$ cat config.mk
export PLATFORM = sky130hd
export DESIGN_NAME = irq_req_ctrl
export DESIGN_NICKNAME = d
export VERILOG_FILES = /design/src/rtl/irq_req_pkg.sv /design/src/rtl/irq_en_regs.sv /design/src/rtl/irq_flag_bank.sv /design/src/rtl/irq_prio_enc.sv /design/src/rtl/irq_req_ctrl.sv
export SDC_FILE = /design/constraint.sdc
export NUM_CORES = 1
export LEC_CHECK = 0
export BUFFER_PORTS_ARGS = -buffer_cell sky130_fd_sc_hd__buf_4
export CAP_MARGIN = 10
export CORE_AREA = 2 2 54 61
export DETAILED_ROUTE_END_ITERATION = 8
export DIE_AREA = 0 0 56 63
export GPL_TIMING_DRIVEN = 0
export SETUP_SLACK_MARGIN = 0.4
export SLEW_MARGIN = 40
export SYNTH_ARGS = -nofsm -noshare
export SYNTH_HDL_FRONTEND = slang
export SYNTH_SLANG_ARGS = --single-unit
$ cat constraint.sdc
create_clock -name clk -period 5.45 [get_ports clk]
set_clock_uncertainty 0.2 [all_clocks]
set_input_delay 0.545 -clock clk [delete_from_list [all_inputs] [get_ports clk]]
set_output_delay 0.545 -clock clk [all_outputs]
set_load 0.02 [all_outputs]
$ cat src/rtl/irq_req_pkg.sv
package irq_req_pkg;
   // source numbering, lowest number has highest priority
   localparam int SRC_EXT0  = 0;
   localparam int SRC_EXT1  = 1;
   localparam int SRC_TMR1  = 2;
   localparam int SRC_TMR2  = 3;
   localparam int SRC_TMR3  = 4;
   localparam int SRC_TMR4  = 5;
   localparam int SRC_ADC   = 6;
   localparam int SRC_SER   = 7;
   localparam int DEF_GRP_W   = 4;
   localparam int DEF_NUM_GRP = 2;

   function automatic int sel_width(input int n);
      return (n > 1) ? $clog2(n) : 1;
   endfunction
endpackage

$ cat src/rtl/irq_en_regs.sv
module irq_en_regs #(
   parameter int GRP_W   = 4,
   parameter int NUM_GRP = 2,
   parameter int SEL_W   = 1
) (
   input  logic                       clk,
   input  logic                       rst_n,
   input  logic                       lp_entry_i,
   input  logic                       wr_i,
   input  logic [SEL_W-1:0]           sel_i,
   input  logic [GRP_W-1:0]           wdata_i,
   output logic [GRP_W-1:0]           rdata_o,
   output logic [NUM_GRP*GRP_W-1:0]   en_o
);
   logic [GRP_W-1:0] grp_q [NUM_GRP];

   for (genvar g = 0; g < NUM_GRP; g++) begin : g_grp
      always_ff @(posedge clk or negedge rst_n) begin
         if (!rst_n)
            grp_q[g] <= '0;
         else if (lp_entry_i)
            grp_q[g] <= '0;
         else if (wr_i && (int'(sel_i) == g))
            grp_q[g] <= wdata_i;
      end
      assign en_o[g*GRP_W +: GRP_W] = grp_q[g];
   end

   if (NUM_GRP == 1) begin : g_rd_single
      assign rdata_o = grp_q[0];
   end else begin : g_rd_multi
      always_comb begin
         rdata_o = '0;
         for (int g = 0; g < NUM_GRP; g++)
            if (int'(sel_i) == g) rdata_o = grp_q[g];
      end
   end
endmodule

$ cat src/rtl/irq_flag_bank.sv
module irq_flag_bank #(
   parameter int NUM_SRC = 8
) (
   input  logic               clk,
   input  logic               rst_n,
   input  logic [NUM_SRC-1:0] set_i,
   input  logic [NUM_SRC-1:0] clr_i,
   output logic [NUM_SRC-1:0] flag_o
);
   for (genvar k = 0; k < NUM_SRC; k++) begin : g_flag
      always_ff @(posedge clk or negedge rst_n) begin
         if (!rst_n)
            flag_o[k] <= 1'b0;
         else if (set_i[k])
            flag_o[k] <= 1'b1;   // new event beats a clear
         else if (clr_i[k])
            flag_o[k] <= 1'b0;
      end
   end
endmodule

$ cat src/rtl/irq_prio_enc.sv
module irq_prio_enc #(
   parameter int NUM_SRC = 8,
   parameter int IDX_W   = 3
) (
   input  logic [NUM_SRC-1:0] req_i,
   output logic               valid_o,
   output logic [IDX_W-1:0]   idx_o
);
   always_comb begin
      idx_o = '0;
      for (int k = NUM_SRC - 1; k >= 0; k--)
         if (req_i[k]) idx_o = IDX_W'(k);
   end
   assign valid_o = |req_i;
endmodule

$ cat src/rtl/irq_req_ctrl.sv
module irq_req_ctrl
   import irq_req_pkg::*;
#(
   parameter int GRP_W   = DEF_GRP_W,
   parameter int NUM_GRP = DEF_NUM_GRP,
   localparam int NUM_SRC = GRP_W * NUM_GRP,
   localparam int IDX_W   = sel_width(NUM_SRC),
   localparam int SEL_W   = sel_width(NUM_GRP)
) (
   input  logic               clk,
   input  logic               rst_n,
   input  logic               lp_entry_i,
   input  logic               en_wr_i,
   input  logic [SEL_W-1:0]   en_sel_i,
   input  logic [GRP_W-1:0]   acc_i,
   output logic [GRP_W-1:0]   en_rd_o,
   input  logic               mie_set_i,
   input  logic               mie_clr_i,
   input  logic [NUM_SRC-1:0] evt_i,
   output logic               irq_o,
   output logic [IDX_W-1:0]   irq_idx_o,
   input  logic               tst_i,
   input  logic [IDX_W-1:0]   tst_sel_i,
   output logic               skip_o
);
   if (GRP_W < 1) begin : g_bad_grp_w
      $error("irq_req_ctrl: GRP_W must be at least 1");
   end
   if (NUM_GRP < 1) begin : g_bad_num_grp
      $error("irq_req_ctrl: NUM_GRP must be at least 1");
   end
   if (NUM_SRC < 2) begin : g_bad_num_src
      $error("irq_req_ctrl: need at least two sources");
   end

   logic [NUM_SRC-1:0] en_vec;
   logic [NUM_SRC-1:0] flag_vec;
   logic [NUM_SRC-1:0] pend;
   logic [NUM_SRC-1:0] clr_vec;
   logic               mie_q;
   logic               tst_en;
   logic               tst_flag;

   irq_en_regs #(.GRP_W(GRP_W), .NUM_GRP(NUM_GRP), .SEL_W(SEL_W)) i_en_regs (
      .clk(clk), .rst_n(rst_n), .lp_entry_i(lp_entry_i), .wr_i(en_wr_i),
      .sel_i(en_sel_i), .wdata_i(acc_i), .rdata_o(en_rd_o), .en_o(en_vec)
   );

   assign pend = en_vec & flag_vec & {NUM_SRC{mie_q}};

   irq_prio_enc #(.NUM_SRC(NUM_SRC), .IDX_W(IDX_W)) i_prio (
      .req_i(pend), .valid_o(irq_o), .idx_o(irq_idx_o)
   );

   always_comb begin
      tst_en   = 1'b0;
      tst_flag = 1'b0;
      for (int k = 0; k < NUM_SRC; k++)
         if (int'(tst_sel_i) == k) begin
            tst_en   = en_vec[k];
            tst_flag = flag_vec[k];
         end
   end

   assign skip_o = tst_i & ~tst_en & tst_flag;

   always_comb begin
      clr_vec = '0;
      if (irq_o)  clr_vec = clr_vec | (NUM_SRC'(1) << irq_idx_o);
      if (skip_o) clr_vec = clr_vec | (NUM_SRC'(1) << tst_sel_i);
   end

   irq_flag_bank #(.NUM_SRC(NUM_SRC)) i_flags (
      .clk(clk), .rst_n(rst_n), .set_i(evt_i), .clr_i(clr_vec), .flag_o(flag_vec)
   );

   always_ff @(posedge clk or negedge rst_n) begin
      if (!rst_n)
         mie_q <= 1'b0;
      else if (irq_o || mie_clr_i)
         mie_q <= 1'b0;
      else if (mie_set_i)
         mie_q <= 1'b1;
   end
endmodule

==> results.md <==
- Outcome: finished, final reports clean
- CTS tree: built
- Initial antenna violation count: 0
- Clock transition at path regs: 0.11 ns
- GRT Total Usage: 18.6%
- Cells after Synth: 125
- Dpl cells: 188
- Largest net degree at the start of global routing: 18
- Num ports: 32
- Pleak: 0.602 nW
- Crit path arrival time: 2.05 ns
- Max Root-Sink Buffers: 2
- DR vias/cell: 5.88
- Placeable Area: 0.00294 mm²
- Buffers on Ports: 29
- Vias in the first global route: 1147
- HPWL Detailed: 2.41 mm
- Share of cells above drive strength 1: 23.9%
- Effective utilization at floorplan: 37.6%
- YS warnings: 0
- Hold Path Depth: 2
- Pwr Total: 0.289 mW
- RePlAce Congestion: 0.960
- Post-synth cell types: 44
- Max-slew headroom: 69.8%
- Drt total wl: 3.08 mm
- Cells resized by post-CTS repair: 0
- ANT cells: 0
- Mean Syn Cell Area: 8.85 µm²
- CP Capture Type: output port
- Synthesized flop and latch total: 17
- Detail Route Antenna Nets: 0
- Grt ovf: 0
- First-pass GRT wire length: 5.18 mm
- Root buf cell: clkbuf_4
- Worst path required time: 4.70 ns
- Area Growth Syn to Fin: 26.8%
- Worst Hold Class: in -> reg
- Num rows: 21
- Cell Pwr Density: 206 mW/mm²
- Fraction of registers with async set/reset: 100%
- Leading area contributor after synthesis: dfrtp_1
- Vias: 1135
- Synth top area cells: dfrtp_1, nand2_1, a21oi_1
- Post-route insts no fill: 193
- Die X: 56 µm
- Mapped Area: 0.00111 mm²
- Post-route DRC: 0
- CP Max Fanout: 10
- Startpoint Class: input port
- Final Max Tran Viols: 0
- Peak supply drop: 0.0000841 V
- R2r worst-path depth: 5
- CTS sink cnt: 17
- Num CTS Buffers: 3
- Main synth FF type: dfrtp_1
- Sequential share of the synthesized area: 38.5%
- DIE HEIGHT: 63 µm
- Max-cap viol count: 0
- First-pass DRT Iterations: 4
- Clock period minus worst slack: 2.79 ns
- Tcrit/Tclk final: 51.2%
- Final TNS setup: 0 ns
- Final-stage net count: 183
- Number of synthesized flops with an enable pin: 0
- Clk Latency, worst-skew pair: 0.29 ns
- Synth top area share: 38.5%
- Synth Net Count: 148
- Final setup fails: 0
- Worst-Margin Slew: 0.454 ns
- Fmax: 358 MHz
- Die Footprint: 0.00353 mm²
- Max H-tree Level: 1
- Hold violation count in the final report: 0
- Drt initial violations: 27
- CP Class: in -> out
- RSZ-0062 raised after global routing: no
- Wire per inst: 16.0 µm
-- cells by family after synthesis --
group           synth area share, %
compound gates                 23.4
buf+inv                        2.38
flops                          38.5
mux                            7.69
simple gates                   28.1
-- state kept, by name, summed over array words and instances (netlist names) --
register and cells:
i_en_regs.en_o 8, i_flags.flag_o 8, mie_q 1
-- stage by stage --
| stage | worst slack [ns] | hold WS, ns | cell area [µm²] | util, % |
|---|---|---|---|---|
| 2_1_floorplan | 3.03 | 0.0494 | 1110 | - |
| 3_5_place_dp | 2.66 | 0.224 | 1370 | 46.4 |
| 5_1_grt | 2.54 | 0.170 | 1400 | 47.7 |
| 6_report | 2.66 | 0.192 | 1400 | 47.7 |
| 4_1_cts | 2.66 | 0.191 | 1400 | 47.7 |
| 3_3_place_gp | 2.73 | 0.222 | 1370 | 46.4 |
-- what timing repair did --
item | CTS | global route
endpoints found under the setup margin | 0 | 0
buffers inserted | 0 | 0
hold buffers | 1 | 0
hold endpoints to repair | 17 | 0
-- cell usage after synthesis, types with 3 or more instances --
master    number
nor2b_1        4
nand3_1        7
nand2b_1       5
clkbuf_1       5
nor2_1         7
nand2_1       20
dfrtp_1       17
mux2i_1        4
mux2_2         4
a21oi_1       10
a22o_1         3
-- cells in the final DEF (no fill, tap or decap), types with 2 or more instances in the layout --
cell / n
buf_4: 29
nand2_1: 20
dfrtp_1: 17
a21oi_1: 10
nand3_1: 7
nor2_1: 7
clkbuf_1: 6
nand2b_1: 5
nor2b_1: 4
mux2_2: 4
mux2i_1: 4
a22o_1: 3
clkbuf_4: 3
o21ai_1: 2
and3b_1: 2
o311ai_1: 2
o21a_1: 2
o221ai_1: 2
or3_1: 2
-- power breakdown --
part	internal (mW)	switching [mW]	total, mW
Clock	0.0284	0.0408	0.0692
Combinational	0.0370	0.0418	0.0788
Sequential	0.132	0.00871	0.141
Total	0.198	0.0913	0.289
-- per-layer routing --
metal	part of all wire, %	up-vias	global-route usage [%]
met5	0	-	0
met4	1.1	0	7.44
met3	5.8	4	3.52
met2	51	33	32.9
met1	42	557	21.8
li1	-	541	-
-- cell type report --
cell class              count  area, µm²
inverters                   1       3.75
flip-flops and latches     17        425
multi-input cells         101        654
repair buffers             30        228
well taps                  34       42.5
fillers                   306       1540
clock buffers               4       26.3
plain buffers               6       22.5
-- worst paths after layout --
path | slack [ns] | start | end
max in group asynchronous | 4.42 | rst_n | i_en_regs.en_o[2]
max | 2.66 | tst_sel_i[1] | skip_o
max reg2reg | 3.47 | i_en_regs.en_o[3] | i_flags.flag_o[0]
min in group asynchronous | 0.43 | rst_n | i_flags.flag_o[4]
min reg2reg | 0.35 | i_flags.flag_o[7] | i_flags.flag_o[7]
min | 0.19 | mie_clr_i | mie_q
-- critical path, stage by stage --
cell	delay, ns
buf_4	0.12
clkbuf_1	0.22
nand3b_1	0.19
a21oi_1	0.08
o311ai_1	0.42
o21ai_0	0.16
o311a_1	0.15
buf_4	0.16
Power figures use the tool's default switching activity.
